### src/rtl/cal_pkg.sv
package cal_pkg;

   localparam int NFIELDS = 7;

   typedef enum int {
      F_SEC   = 0,
      F_MIN   = 1,
      F_HOUR  = 2,
      F_DOW   = 3,
      F_DATE  = 4,
      F_MONTH = 5,
      F_YEAR  = 6
   } field_e;

   localparam logic [7:0] M_SEC   = 8'h7F;
   localparam logic [7:0] M_MIN   = 8'h7F;
   localparam logic [7:0] M_HOUR  = 8'h7F;
   localparam logic [7:0] M_DOW   = 8'h07;
   localparam logic [7:0] M_DATE  = 8'h3F;
   localparam logic [7:0] M_MONTH = 8'h9F;
   localparam logic [7:0] M_YEAR  = 8'hFF;

   // add one to a two-digit packed BCD value (no wrap handling)
   function automatic logic [7:0] bcd_inc(input logic [7:0] v);
      logic [3:0] tens;
      tens = v[7:4] + 4'd1;
      if (v[3:0] == 4'd9) return {tens, 4'd0};
      return {v[7:4], v[3:0] + 4'd1};
   endfunction

   // 10 = 2 (mod 4), so the year mod 4 equals (2*tens + ones) mod 4
   function automatic logic is_leap(input logic [7:0] y);
      logic [5:0] s;
      s = {1'b0, y[7:4], 1'b0} + {2'b00, y[3:0]};
      return (s[1:0] == 2'b00);
   endfunction

   function automatic logic [5:0] month_last(input logic [4:0] m, input logic [7:0] y);
      case (m)
         5'h02:                      return is_leap(y) ? 6'h29 : 6'h28;
         5'h04, 5'h06, 5'h09, 5'h11: return 6'h30;
         default:                    return 6'h31;
      endcase
   endfunction

endpackage

### src/rtl/cal_prescaler.sv
module cal_prescaler #(
   parameter int DIV_BITS = 15
) (
   input  logic clk,
   input  logic rst_n,
   input  logic osc_tick,
   input  logic run_en,
   input  logic restart,
   output logic tick_o
);

   generate
      if (DIV_BITS > 24) begin : g_bad
         $error("cal_prescaler: DIV_BITS above 24 not supported");
      end

      if (DIV_BITS == 0) begin : g_bypass
         assign tick_o = osc_tick & run_en;
      end else begin : g_count
         localparam logic [DIV_BITS-1:0] LAST = {DIV_BITS{1'b1}};
         logic [DIV_BITS-1:0] cnt_q;

         always_ff @(posedge clk) begin
            if (!rst_n)                   cnt_q <= '0;
            else if (restart)             cnt_q <= '0;
            else if (run_en && osc_tick)  cnt_q <= cnt_q + 1'b1;
         end

         assign tick_o = run_en & osc_tick & (cnt_q == LAST);

         // a restart leaves no tick in the following cycle
         a_r9_restart_quiet: assert property (@(posedge clk) disable iff (!rst_n)
            restart |=> !tick_o);
         // prescaler frozen while halted
         a_r10_frozen: assert property (@(posedge clk) disable iff (!rst_n)
            (!run_en && !restart) |=> (cnt_q == $past(cnt_q)));
      end
   endgenerate

endmodule

### src/rtl/cal_time_unit.sv
module cal_time_unit
   import cal_pkg::*;
(
   input  logic       clk,
   input  logic       rst_n,
   input  logic       tick,
   input  logic       wr_sec,
   input  logic       wr_min,
   input  logic       wr_hour,
   input  logic [7:0] wr_data,
   output logic [7:0] sec_q,
   output logic [7:0] min_q,
   output logic [7:0] hour_q,
   output logic       sec_pulse,
   output logic       day_carry
);

   logic       step;
   logic       min_step;
   logic       hr_step;
   logic [7:0] hour_nx;
   logic [7:0] hinc;
   logic       end_of_day;

   assign step     = tick & ~wr_sec;
   assign min_step = step & (sec_q == 8'h59);
   assign hr_step  = min_step & (min_q == 8'h59);
   assign hinc     = bcd_inc({2'b00, hour_q[5:0]});

   always_comb begin
      hour_nx    = hour_q;
      end_of_day = 1'b0;
      if (hour_q[6]) begin
         if (hour_q[4:0] == 5'h11) begin
            hour_nx    = {hour_q[7:6], ~hour_q[5], 5'h12};
            end_of_day = hour_q[5];
         end else if (hour_q[4:0] == 5'h12) begin
            hour_nx = {hour_q[7:5], 5'h01};
         end else begin
            hour_nx = {hour_q[7:5], hinc[4:0]};
         end
      end else begin
         if (hour_q[5:0] == 6'h23) begin
            hour_nx    = {hour_q[7:6], 6'h00};
            end_of_day = 1'b1;
         end else begin
            hour_nx = {hour_q[7:6], hinc[5:0]};
         end
      end
   end

   assign day_carry = hr_step & end_of_day;

   always_ff @(posedge clk) begin
      if (!rst_n) begin
         sec_q     <= 8'h00;
         min_q     <= 8'h00;
         hour_q    <= 8'h00;
         sec_pulse <= 1'b0;
      end else begin
         sec_pulse <= step;
         if (wr_sec)        sec_q <= wr_data & M_SEC;
         else if (step)     sec_q <= (sec_q == 8'h59) ? 8'h00 : bcd_inc(sec_q);
         if (wr_min)        min_q <= wr_data & M_MIN;
         else if (min_step) min_q <= (min_q == 8'h59) ? 8'h00 : bcd_inc(min_q);
         if (wr_hour)       hour_q <= wr_data & M_HOUR;
         else if (hr_step)  hour_q <= hour_nx;
      end
   end

   // the pulse always accompanies a fresh seconds value
   a_r2_pulse_new_value: assert property (@(posedge clk) disable iff (!rst_n)
      sec_pulse |-> (sec_q != $past(sec_q)));
   // a minutes write wins over a coincident carry
   a_r11_min_write_wins: assert property (@(posedge clk) disable iff (!rst_n)
      wr_min |=> (min_q == ($past(wr_data) & M_MIN)));
   // a seconds write cancels that cycle's pulse
   a_r11_sec_write_no_pulse: assert property (@(posedge clk) disable iff (!rst_n)
      wr_sec |=> !sec_pulse);
   // 12 -> 1 keeps the PM bit
   a_r4_noon_keeps_pm: assert property (@(posedge clk) disable iff (!rst_n)
      (hr_step && !wr_hour && hour_q[6] && hour_q[4:0] == 5'h12)
      |=> (hour_q[4:0] == 5'h01 && hour_q[5] == $past(hour_q[5])));

endmodule

### src/rtl/cal_date_unit.sv
module cal_date_unit
   import cal_pkg::*;
(
   input  logic       clk,
   input  logic       rst_n,
   input  logic       day_carry,
   input  logic       wr_dow,
   input  logic       wr_date,
   input  logic       wr_month,
   input  logic       wr_year,
   input  logic [7:0] wr_data,
   output logic [7:0] dow_q,
   output logic [7:0] date_q,
   output logic [7:0] month_q,
   output logic [7:0] year_q
);

   logic       month_end;
   logic       mon_step;
   logic       yr_step;
   logic       century_flip;
   logic [7:0] minc;

   assign month_end    = (date_q[5:0] == month_last(month_q[4:0], year_q));
   assign mon_step     = day_carry & month_end;
   assign yr_step      = mon_step & (month_q[4:0] == 5'h12);
   assign century_flip = yr_step & (year_q == 8'h99);
   assign minc         = bcd_inc({3'b000, month_q[4:0]});

   always_ff @(posedge clk) begin
      if (!rst_n) begin
         dow_q   <= 8'h01;
         date_q  <= 8'h01;
         month_q <= 8'h01;
         year_q  <= 8'h00;
      end else begin
         if (wr_dow)         dow_q <= wr_data & M_DOW;
         else if (day_carry) dow_q <= (dow_q == 8'h07) ? 8'h01 : dow_q + 8'h01;

         if (wr_date)        date_q <= wr_data & M_DATE;
         else if (day_carry) date_q <= month_end ? 8'h01 : bcd_inc(date_q);

         if (wr_month)       month_q <= wr_data & M_MONTH;
         else if (mon_step)  month_q <= {month_q[7] ^ century_flip, 2'b00,
                                         (month_q[4:0] == 5'h12) ? 5'h01 : minc[4:0]};

         if (wr_year)        year_q <= wr_data & M_YEAR;
         else if (yr_step)   year_q <= (year_q == 8'h99) ? 8'h00 : bcd_inc(year_q);
      end
   end

   // year wrap toggles the century bit
   a_r8_century_toggle: assert property (@(posedge clk) disable iff (!rst_n)
      (century_flip && !wr_month) |=> (month_q[7] != $past(month_q[7])));
   // day of week wraps 7 -> 1
   a_r5_dow_wrap: assert property (@(posedge clk) disable iff (!rst_n)
      (day_carry && !wr_dow && dow_q == 8'h07) |=> (dow_q == 8'h01));
   // date never moves without a day carry or a write
   a_r6_date_hold: assert property (@(posedge clk) disable iff (!rst_n)
      (!day_carry && !wr_date) |=> $stable(date_q));

endmodule

### src/rtl/bcd_calendar_core.sv
module bcd_calendar_core
   import cal_pkg::*;
#(
   parameter int DIV_BITS = 15
) (
   input  logic               clk,
   input  logic               rst_n,
   input  logic               osc_tick,
   input  logic               run_en,
   input  logic [NFIELDS-1:0] wr_en,
   input  logic [7:0]         wr_data,
   output logic [7:0]         sec_o,
   output logic [7:0]         min_o,
   output logic [7:0]         hour_o,
   output logic [7:0]         dow_o,
   output logic [7:0]         date_o,
   output logic [7:0]         month_o,
   output logic [7:0]         year_o,
   output logic               sec_pulse
);

   logic tick;
   logic day_carry;

   cal_prescaler #(.DIV_BITS(DIV_BITS)) i_presc (
      .clk      (clk),
      .rst_n    (rst_n),
      .osc_tick (osc_tick),
      .run_en   (run_en),
      .restart  (wr_en[F_SEC]),
      .tick_o   (tick)
   );

   cal_time_unit i_time (
      .clk       (clk),
      .rst_n     (rst_n),
      .tick      (tick),
      .wr_sec    (wr_en[F_SEC]),
      .wr_min    (wr_en[F_MIN]),
      .wr_hour   (wr_en[F_HOUR]),
      .wr_data   (wr_data),
      .sec_q     (sec_o),
      .min_q     (min_o),
      .hour_q    (hour_o),
      .sec_pulse (sec_pulse),
      .day_carry (day_carry)
   );

   cal_date_unit i_date (
      .clk       (clk),
      .rst_n     (rst_n),
      .day_carry (day_carry),
      .wr_dow    (wr_en[F_DOW]),
      .wr_date   (wr_en[F_DATE]),
      .wr_month  (wr_en[F_MONTH]),
      .wr_year   (wr_en[F_YEAR]),
      .wr_data   (wr_data),
      .dow_q     (dow_o),
      .date_q    (date_o),
      .month_q   (month_o),
      .year_q    (year_o)
   );

   // halted with no write, seconds hold
   a_r10_halt_holds: assert property (@(posedge clk) disable iff (!rst_n)
      (!run_en && wr_en == '0) |=> $stable(sec_o));
   // minutes move only by write or seconds carry
   a_r2_min_carry_only: assert property (@(posedge clk) disable iff (!rst_n)
      (!wr_en[F_MIN] && !(tick && !wr_en[F_SEC] && sec_o == 8'h59)) |=> $stable(min_o));

endmodule

### config.mk
export PLATFORM = sky130hd
export DESIGN_NAME = bcd_calendar_core
export DESIGN_NICKNAME = d
export VERILOG_FILES = /design/src/rtl/cal_pkg.sv /design/src/rtl/cal_prescaler.sv /design/src/rtl/cal_time_unit.sv /design/src/rtl/cal_date_unit.sv /design/src/rtl/bcd_calendar_core.sv
export SDC_FILE = /design/constraint.sdc
export NUM_CORES = 1
export LEC_CHECK = 0
export BUFFER_PORTS_ARGS = -buffer_cell sky130_fd_sc_hd__buf_2
export CAP_MARGIN = 15
export CORE_MARGIN = 1
export CORE_UTILIZATION = 50
export DETAILED_ROUTE_END_ITERATION = 8
export GPL_ROUTABILITY_DRIVEN = 0
export PLACE_DENSITY = 0.72
export SETUP_SLACK_MARGIN = 0.02
export SLEW_MARGIN = 5
export SYNTH_ARGS = -nofsm -noshare
export SYNTH_HDL_FRONTEND = slang
export SYNTH_HIERARCHICAL = 1
export SYNTH_SLANG_ARGS = --single-unit
### constraint.sdc
create_clock -name clk -period 3.9 [get_ports clk]
set_input_delay 0.39 -clock clk [delete_from_list [all_inputs] [get_ports clk]]
set_output_delay 0.39 -clock clk [all_outputs]
set_load 0.05 [all_outputs]
==> results of run 1 <==
## worst paths after layout
path                                          startpoint                                      to  cells after the start
setup reg to reg   i_presc/g_count.cnt_q[0]$_SDFFE_PP0P_           i_date/year_q[7]$_SDFFE_PN0P_                     13
setup / recovery   i_presc/g_count.cnt_q[0]$_SDFFE_PP0P_           i_date/year_q[7]$_SDFFE_PN0P_                     13
hold reg to reg   i_presc/g_count.cnt_q[14]$_SDFFE_PP0P_  i_presc/g_count.cnt_q[14]$_SDFFE_PP0P_                      2
hold / removal                                  wr_en[1]            i_time/min_q[7]$_SDFFE_PP0P_                      2
## worst reg2reg max path: cells and delay by family (launching register included)
kind                     cells  cell delay [ns]
flip-flops                   1             0.37
adder cells (fa/ha/maj)      1             0.15
AND/OR/NAND/NOR              9             2.31
AO/OA/AOI/OAI                3             0.69
## area by class of cell
class	instances	area [sq um]	area share, %
multi-input cells	420	2790	55.7
flip-flops and latches	69	1380	27.5
repair buffers	76	390	7.78
clock buffers	12	135	2.69
well taps	108	135	2.69
inverters	29	109	2.17
clock inverters	4	72.6	1.45
## synthesized netlist by cell type, types with 4 or more instances
| cell type | n |
|---|---|
| a211oi_1 | 4 |
| a21oi_1 | 30 |
| a31oi_1 | 11 |
| and2_1 | 5 |
| and3_1 | 7 |
| and3b_1 | 4 |
| buf_2 | 4 |
| buf_4 | 5 |
| buf_6 | 6 |
| clkbuf_1 | 16 |
| dfxtp_1 | 69 |
| ha_1 | 16 |
| inv_1 | 28 |
| mux2i_1 | 7 |
| nand2_1 | 38 |
| nand2b_1 | 4 |
| nand3_1 | 23 |
| nand3b_1 | 8 |
| nand4_1 | 9 |
| nor2_1 | 53 |
| nor2b_1 | 4 |
| nor3_1 | 21 |
| nor3b_1 | 6 |
| nor4_1 | 4 |
| nor4b_1 | 5 |
| o211ai_1 | 8 |
| o21a_1 | 5 |
| o21ai_0 | 30 |
| o22ai_1 | 4 |
| o31ai_1 | 8 |
| or3b_2 | 4 |
| or4_1 | 4 |
| xnor2_1 | 9 |
| xor2_1 | 15 |
## cells in the final DEF, fill, tap and decap left out, types with 9 or more instances in the layout
master,Yosys,routed
a21oi_1,30,30
a31oi_1,11,11
buf_2,4,72
clkbuf_8,1,9
dfxtp_1,69,69
ha_1,16,16
inv_1,28,28
nand2_1,38,38
nand3_1,23,23
nand4_1,9,9
nor2_1,53,53
nor3_1,21,20
o21ai_0,30,30
xnor2_1,9,9
xor2_1,15,15
## per-stage QoR
step / total power [uW] / hold WS [ns] / area (sq um)
after floorplan: 1040 / 0.446 / 4480
after global routing: 1810 / 0.334 / 5020
final: 1740 / 0.334 / 5020
after CTS: 1750 / 0.318 / 5000
after detailed placement: 1110 / 0.475 / 4790
after global placement: 1110 / 0.460 / 4790
## per-layer routing
metal  vias to the layer above  routed length, microns  global-route usage (%)
li1                       2113                       -                       -
met4                         0                     323                    11.7
met5                         -                       0                       0
met1                      1990                    5050                    31.5
met2                       134                    5360                    39.1
met3                        31                     599                    3.97
## report_power, final
| part | total (uW) | internal (uW) | switching, uW |
|---|---|---|---|
| registers | 784 | 733 | 51.4 |
| logic | 316 | 94.4 | 221 |
| clock network | 636 | 360 | 275 |
## cell families (layout without fill, tap and decap cells)
| logic type | count (synthesis) | after routing | share of synthesized area, % |
|---|---|---|---|
| AND/OR/NAND/NOR | 233 | 233 | 30.5 |
| AO/OA/AOI/OAI | 134 | 134 | 19.7 |
| flip-flops | 69 | 69 | 30.8 |
| buffers and inverters | 64 | 121 | 7.32 |
| XOR/XNOR | 24 | 24 | 4.69 |
| adder cells (fa/ha/maj) | 16 | 16 | 4.47 |
| multiplexers | 10 | 10 | 2.32 |
| other | 2 | 3 | 0.168 |
## sequential cells by signal, summed over array words and instances (netlist names)
register	flops
i_date/year_q	8
i_time/min_q	8
i_date/month_q	6
i_time/hour_q	7
i_time/sec_pulse	1
i_date/date_q	8
i_time/sec_q	8
i_date/dow_q	8
i_presc/g_count.cnt_q	15
==> results.toml, run 1 <==
[status]
status = "finished, final reports clean"

[critical_path]
cp.arrival_ns = 3.85
worstPathMaxFanout = 6
cp_num_buf_inv = 0
cp_cell_sequence = "ha_1, and3_1, nand4_2, nor3_1, nand4bb_1, nor4_2, nor2b_1, nand4bb_1, nor4b_1, o21ai_0, o41a_1, nor2_1, o21a_1"
end_kind = "flop"
path_delay_family = "simple AND/OR/NAND/NOR gates"
slowest_delay_ns = 0.44
cp_data_required_time_ns = 4.19
critPathLaunchType = "flop"
crit_type = "flop to flop"
cp_slowest_cell = "nor4b_1"
ff2ff_setup_slack_ns = 0.34
crit_path_frequent_cell = "nand4bb_1"

[detailed_routing]
dr.pass1.iters = 5
wl_per_cell_microns = 15.8
ant_nets = 0
drt_iter0_drc = 236
viasPerCell = 5.94
totalWireLength_microns = 11300
vias = 4268
route.detailed.drc = 0

[synthesis]
async_flop_share_pct = 0
synth.area.top_cells = "dfxtp_1, ha_1, nor2_1"
syn-cell-area_sq_um = 4480
yosysTopAreaCell = "dfxtp_1"
synth_cells = 552
synth.distinct_cells = 88
yosysTopAreaCellShare_pct = 30.8
synth_edf_count = 0
yosysWarnings = 6
ys_seq_elements = 69
yosysSeqAreaShare_pct = 30.8
synth_area_per_cell_sq_um = 8.12
synth-main-ff-cell = "dfxtp_1"

[power]
max-vdd-ir-drop_mv = 0.193
total_leakage_power_uw = 0.00195
power_per_cell_area_nw_per_um2 = 346

[timing]
max_slew_margin_pct = 48.4
min_period_ns = 3.56
final.setup_skew_ns = 0.00732
fin_crit_sh_pct = 91.2
finalHoldViolations = 0
worst-slew-pin-transition_ns = 0.764
rsz0062_at_grt = "no"
setup_viol = 0
slew_violations = 0
max_freq_ghz = 0.281
layout_setup_ws_ns = 0.344
setup_tns_ns = 0

[placed_design]
pre_cts_slack_ns = 0.132
hpwl_microns = 7960
placed_cells = 702
port_buffers = 72

[clocking]
cts_repair_resize_count = 0
postCtsHoldBufs = 0
clk_path_buf_depth = 2
cts_setup_buffers = 0
clock_sinks = 69
cts_tree = "built"
htreeDepth = 3
clk_pin_slew_ns = 0.08
clock_latency_ns = 0.34
root_buffer = "clkbuf_8"
cts_buffers = 9

[global_routing]
grt_overflow_total = 0
first_global_vias = 3923
track_usage_pct = 24.3
grt_max_degree = 35
grt_antenna_before_repair = 0
grt_pass1_wl_microns = 18700

[flow_run]
cap_violations = 0

[floorplan]
placementRows = 34
ios = 76
dieHeight_microns = 96.7
core-area_sq_um = 8680
start_util_pct = 51.6
die_area_sq_um = 9340
die_x_microns = 96.7

[finish]
layout.cells.non_filler = 718
final_nets = 640
diodes = 0
syn_to_final_growth_pct = 12.0
filler_cell_count = 807
drive_above_1_share_pct = 20.0
utilization_pct = 57.8

[hold_path]
hold_class = "input pin to flop"
Power figures use the tool's default switching activity.
==> run 2: changes to the inputs <==
Settings changed: CORE_MARGIN 1 to not set, CORE_UTILIZATION 50 to 57, PLACE_DENSITY 0.72 to 0.81.
==> run 2 against run 1 <==
Global-route usage increased by 3.8 points. Sequential power about the same. Routed wire length increased by 1.5%. First-iteration DRC count increased by 31%. Worst setup slack about the same. Clock-buffer cell count decreased by 1. Die area decreased by 12%. Critical path depth unchanged. Total power increased by 0.24%. Design area about the same. Non-clock buffer count unchanged. Critical path type unchanged. Critical endpoint is now i_date/year_q[2]$_SDFFE_PN0P_. Largest cell class unchanged.
==> results.toml, run 2 (synthesized netlist as in run 1, its figures left out) <==
[status]
status = "finished, final reports clean"

[placed_design]
pre_cts_slack_ns = 0.172
placed_area_sq_um = 4780
hpwl_microns = 8110
port_buffers = 72

[detailed_routing]
route.detailed.drc = 0
totalWireLength_microns = 11500
dr.pass1.iters = 5
vias = 4431
viasPerCell = 6.26
wl_per_cell_microns = 16.3
drt_iter0_drc = 310
ant_nets = 0

[clocking]
root_buffer = "clkbuf_8"
htreeDepth = 3
postCtsHoldBufs = 0
clk_pin_slew_ns = 0.07
cts_tree = "built"
cts_buffers = 9
clock_sinks = 69
cts_repair_resize_count = 0
cts_setup_buffers = 0
clock_latency_ns = 0.34
clk_path_buf_depth = 2

[finish]
final_nets = 640
final_cell_mix = "buf_2, dfxtp_1, nor2_1"
diodes = 0
filler_cell_count = 625
largest_register_ffs = 15
layout_commonest_cell = "buf_2"
final_area_sq_um = 5020
largest-register = "i_presc/g_count.cnt_q"
regArea_sq_um = 1380
drive_above_1_share_pct = 20.4
syn_to_final_growth_pct = 12.0
multi_input_area_sq_um = 2800

[critical_path]
end_kind = "flop"
ff2ff_setup_slack_ns = 0.34
cp-startpoint = "i_presc/g_count.cnt_q[0]$_SDFFE_PP0P_"
reg2reg_from = "i_presc/g_count.cnt_q[0]$_SDFFE_PP0P_"
crit_type = "flop to flop"
rr_endpoint = "i_date/year_q[2]$_SDFFE_PN0P_"
cp_data_required_time_ns = 4.16
cp.arrival_ns = 3.81
worstPathMaxFanout = 11
critPathLaunchType = "flop"
r2r_cells = 13
endpoint = "i_date/year_q[2]$_SDFFE_PN0P_"

[timing]
layout_setup_ws_ns = 0.345
worst-slew-pin-transition_ns = 0.881
slew_violations = 0
final.setup_skew_ns = 0.00777
max_freq_ghz = 0.281
setup_viol = 0
rsz0062_at_grt = "yes"
fin_crit_sh_pct = 91.2
min_period_ns = 3.56
finalHoldViolations = 0
max_slew_margin_pct = 40.5

[global_routing]
track_usage_pct = 28.1
top_usage_layer = "met2"
gr-usage-met2_pct = 46.5
grt_overflow_total = 0
grt_antenna_before_repair = 0
grt_max_degree = 35
grt_pass1_wl_microns = 18900
met1_usage_pct = 35.1
grtUsageMet3_pct = 5.22
first_global_vias = 4016

[floorplan]
dieHeight_microns = 90.7
ios = 76
start_util_pct = 60.5
die_x_microns = 90.7
core-area_sq_um = 7410
die_area_sq_um = 8220
placementRows = 31

[flow_run]
cap_violations = 0

[power]
total_leakage_power_uw = 0.00195
p_int_uw = 1200
switching_power_uw = 538
p_comb_share_pct = 18.3
power_frac_seq_pct = 45.1
max-vdd-ir-drop_mv = 0.190
p_clk_share_pct = 36.6
power_per_cell_area_nw_per_um2 = 347
power_switching_share_pct = 31.0

[hold_path]
min-delay-start = "wr_en[1]"
hold_class = "input pin to flop"
## run 2: final cells by class
| class | instances | share of cell area, % |
|---|---|---|
| Tap cell | 99 | 2.47 |
| Sequential cell | 69 | 27.5 |
| Clock buffer | 11 | 2.82 |
| Inverter | 29 | 2.17 |
| Timing Repair Buffer | 76 | 7.78 |
| Clock inverter | 4 | 1.45 |
| Multi-Input combinational cell | 420 | 55.8 |
## run 2: through the flow
stage	TNS [ns]	utilization [%]	total power (uW)	cells	hold WS [ns]
6_report	0	67.7	1740	708	0.338
5_1_grt	-0.0477	67.7	1810	708	0.329
4_1_cts	0	67.4	1740	708	0.330
3_5_place_dp	0	64.5	1110	693	0.465
3_3_place_gp	0	64.5	1100	693	0.460
2_1_floorplan	0	-	1040	553	0.446
## run 2: routing by layer
layer | share of wire, % | vias to the layer above
met5 | 0 | -
met4 | 3.0 | 0
met1 | 43 | 2083
met3 | 6.5 | 37
li1 | - | 2122
met2 | 48 | 189
## run 2: power groups by stage
stage	clock network, uW	registers [uW]	logic, uW
2_1_floorplan	0	876	164
3_3_place_gp	0	797	306
3_5_place_dp	0	798	314
4_1_cts	644	783	316
5_1_grt	681	790	340
6_report	636	785	319
## run 2: worst min-delay path by stage
stage                                                        end  cells past startpoint
final                               i_time/min_q[7]$_SDFFE_PP0P_                      2
after global routing                i_time/min_q[7]$_SDFFE_PP0P_                      2
after CTS                           i_time/min_q[7]$_SDFFE_PP0P_                      2
after detailed placement  i_presc/g_count.cnt_q[13]$_SDFFE_PP0P_                      2
after global placement     i_presc/g_count.cnt_q[1]$_SDFFE_PP0P_                      2
after floorplan           i_presc/g_count.cnt_q[13]$_SDFFE_PP0P_                      2
## run 2: critical path, stage by stage, from the launching register on
cell	delay (ns)
dfxtp_1	0.38
ha_1	0.15
and3_1	0.27
nand4_2	0.20
nor3_1	0.27
nand4bb_1	0.17
nor4_2	0.33
nor2b_1	0.24
nand4bb_1	0.23
buf_4	0.24
nor3_2	0.21
inv_1	0.13
or4_1	0.47
a31oi_1	0.17
==> run 3: changes to the inputs <==
--- a/config.mk
+++ b/config.mk
@@ -8,8 +8,9 @@
 export BUFFER_PORTS_ARGS = -buffer_cell sky130_fd_sc_hd__buf_2
 export CAP_MARGIN = 15
-export CORE_UTILIZATION = 57
+export CORE_UTILIZATION = 59
+export CTS_BUF_LIST = sky130_fd_sc_hd__clkbuf_2 sky130_fd_sc_hd__clkbuf_4 sky130_fd_sc_hd__clkbuf_8
 export DETAILED_ROUTE_END_ITERATION = 8
 export GPL_ROUTABILITY_DRIVEN = 0
-export PLACE_DENSITY = 0.81
+export PLACE_DENSITY = 0.83
 export SETUP_SLACK_MARGIN = 0.02
 export SLEW_MARGIN = 5
==> constraint.sdc (replaced) <==
create_clock -name clk -period 3.9 [get_ports clk]
set_input_delay 0.195 -clock clk [delete_from_list [all_inputs] [get_ports clk]]
set_output_delay 0.195 -clock clk [all_outputs]
set_load 0.05 [all_outputs]
==> run 3 against run 2 <==
Via count grew 0.41%. Largest cell class unchanged. Total power is 5.3% lower. Routed wire length is 2.0% lower. Sequential cell count unchanged. Sequential power is essentially flat. Design area decreased by 0.82%. Worst setup slack better by 0.043 ns.
==> results.toml, run 3 (synthesized netlist as in run 1, its figures left out) <==
[power]
power_per_cell_area_nw_per_um2 = 331
p_clk_share_pct = 33.1
power_switching_share_pct = 35.0
power_frac_seq_pct = 47.6
p_int_uw = 1070
total_leakage_power_uw = 0.00194
p_comb_share_pct = 19.3
max-vdd-ir-drop_mv = 0.248
switching_power_uw = 576

[detailed_routing]
drt_iter0_drc = 394
route.detailed.drc = 0
ant_nets = 0
totalWireLength_microns = 11300
vias = 4449
dr.pass1.iters = 5
viasPerCell = 6.28
wl_per_cell_microns = 15.9

[global_routing]
grt_overflow_total = 0
grt_pass1_wl_microns = 18200
track_usage_pct = 29.7
gr-usage-met2_pct = 49.0
met1_usage_pct = 37.3
grt_antenna_before_repair = 0
grtUsageMet3_pct = 5.91
first_global_vias = 3923
grt_max_degree = 35
top_usage_layer = "met2"

[status]
status = "finished, final reports clean"

[finish]
diodes = 0
final_area_sq_um = 4980
layout_commonest_cell = "buf_2"
final_cell_mix = "buf_2, dfxtp_1, nor2_1"
syn_to_final_growth_pct = 11.1
largest_register_ffs = 15
drive_above_1_share_pct = 20.5
final_nets = 640
largest-register = "i_presc/g_count.cnt_q"
filler_cell_count = 646

[timing]
max_freq_ghz = 0.285
worst-slew-pin-transition_ns = 0.902
max_slew_margin_pct = 39.0
slew_violations = 0
rsz0062_at_grt = "no"
min_period_ns = 3.51
finalHoldViolations = 0
setup_tns_ns = 0
setup_viol = 0
final.setup_skew_ns = 0.0143
fin_hold_ws_ns = 0.128
fin_crit_sh_pct = 90.1
layout_setup_ws_ns = 0.388

[critical_path]
cp_data_required_time_ns = 4.13
path_delay_family = "simple AND/OR/NAND/NOR gates"
cp_cell_sequence = "ha_1, and3_1, nand4_2, nor3_1, nand4bb_1, nor4_2, nor2b_1, nand4bb_1, nor4b_2, o21ai_0, o41a_1, nand3_1, o21ai_0"
cp.arrival_ns = 3.75
critPathLaunchType = "flop"
crit_type = "flop to flop"
slowest_delay_ns = 0.40
end_kind = "flop"
cp_num_buf_inv = 0
worstPathMaxFanout = 6
cp_slowest_cell = "o41a_1"

[clocking]
clk_pin_slew_ns = 0.09
cts_setup_buffers = 0
postCtsHoldBufs = 0
clk_path_buf_depth = 2
clock_sinks = 69
clock_latency_ns = 0.36
cts_buffers = 9
cts_tree = "built"
root_buffer = "clkbuf_8"
cts_repair_resize_count = 0
htreeDepth = 3

[floorplan]
dieHeight_microns = 89.1
start_util_pct = 61.4
die_area_sq_um = 7950
die_x_microns = 89.1
ios = 76
placementRows = 31
core-area_sq_um = 7290

[flow_run]
cap_violations = 0

[placed_design]
port_buffers = 72
placed_area_sq_um = 4780
pre_cts_slack_ns = 0.299
hpwl_microns = 7960

[hold_path]
hold_class = "input pin to flop"
run 3: layout make-up:
| cell class | instances | area [sq um] | area share, % |
|---|---|---|---|
| repair buffers | 76 | 390 | 7.85 |
| clock inverters | 6 | 47.5 | 0.955 |
| flip-flops and latches | 69 | 1380 | 27.8 |
| clock buffers | 10 | 131 | 2.64 |
| inverters | 29 | 109 | 2.19 |
| multi-input cells | 420 | 2790 | 56.1 |
| well taps | 99 | 124 | 2.49 |
run 3: power by group through the flow:
| stage | clock network [uW] | logic [uW] | registers, uW |
|---|---|---|---|
| 2_1_floorplan | 0 | 164 | 876 |
| 3_3_place_gp | 0 | 308 | 795 |
| 3_5_place_dp | 0 | 315 | 798 |
| 4_1_cts | 553 | 317 | 782 |
| 5_1_grt | 585 | 345 | 789 |
| 6_report | 545 | 318 | 784 |
run 3: per-stage QoR:
step	util, %	power (uW)	instances
2_1_floorplan	-	1040	553
3_3_place_gp	65.5	1100	693
3_5_place_dp	65.5	1110	693
4_1_cts	68.0	1650	709
5_1_grt	68.2	1720	709
6_report	68.2	1650	709
run 3: worst paths after layout:
| check | start | endpoint | slack (ns) | cells after the start |
|---|---|---|---|---|
| worst max-delay path | i_presc/g_count.cnt_q[0]$_SDFFE_PP0P_ | i_date/year_q[5]$_SDFFE_PN0P_ | 0.39 | 13 |
| worst min-delay path | wr_en[1] | i_time/min_q[7]$_SDFFE_PP0P_ | 0.13 | 2 |
| worst max register to register | i_presc/g_count.cnt_q[0]$_SDFFE_PP0P_ | i_date/year_q[5]$_SDFFE_PN0P_ | 0.39 | 13 |
| worst min register to register | i_presc/g_count.cnt_q[1]$_SDFFE_PP0P_ | i_presc/g_count.cnt_q[1]$_SDFFE_PP0P_ | 0.48 | 2 |
run 3: metal layers:
| metal | share of wire, % | wire length, microns |
|---|---|---|
| met4 | 2.3 | 264 |
| met1 | 44 | 5010 |
| met5 | 0 | 0 |
| met3 | 6.1 | 691 |
| met2 | 47 | 5320 |
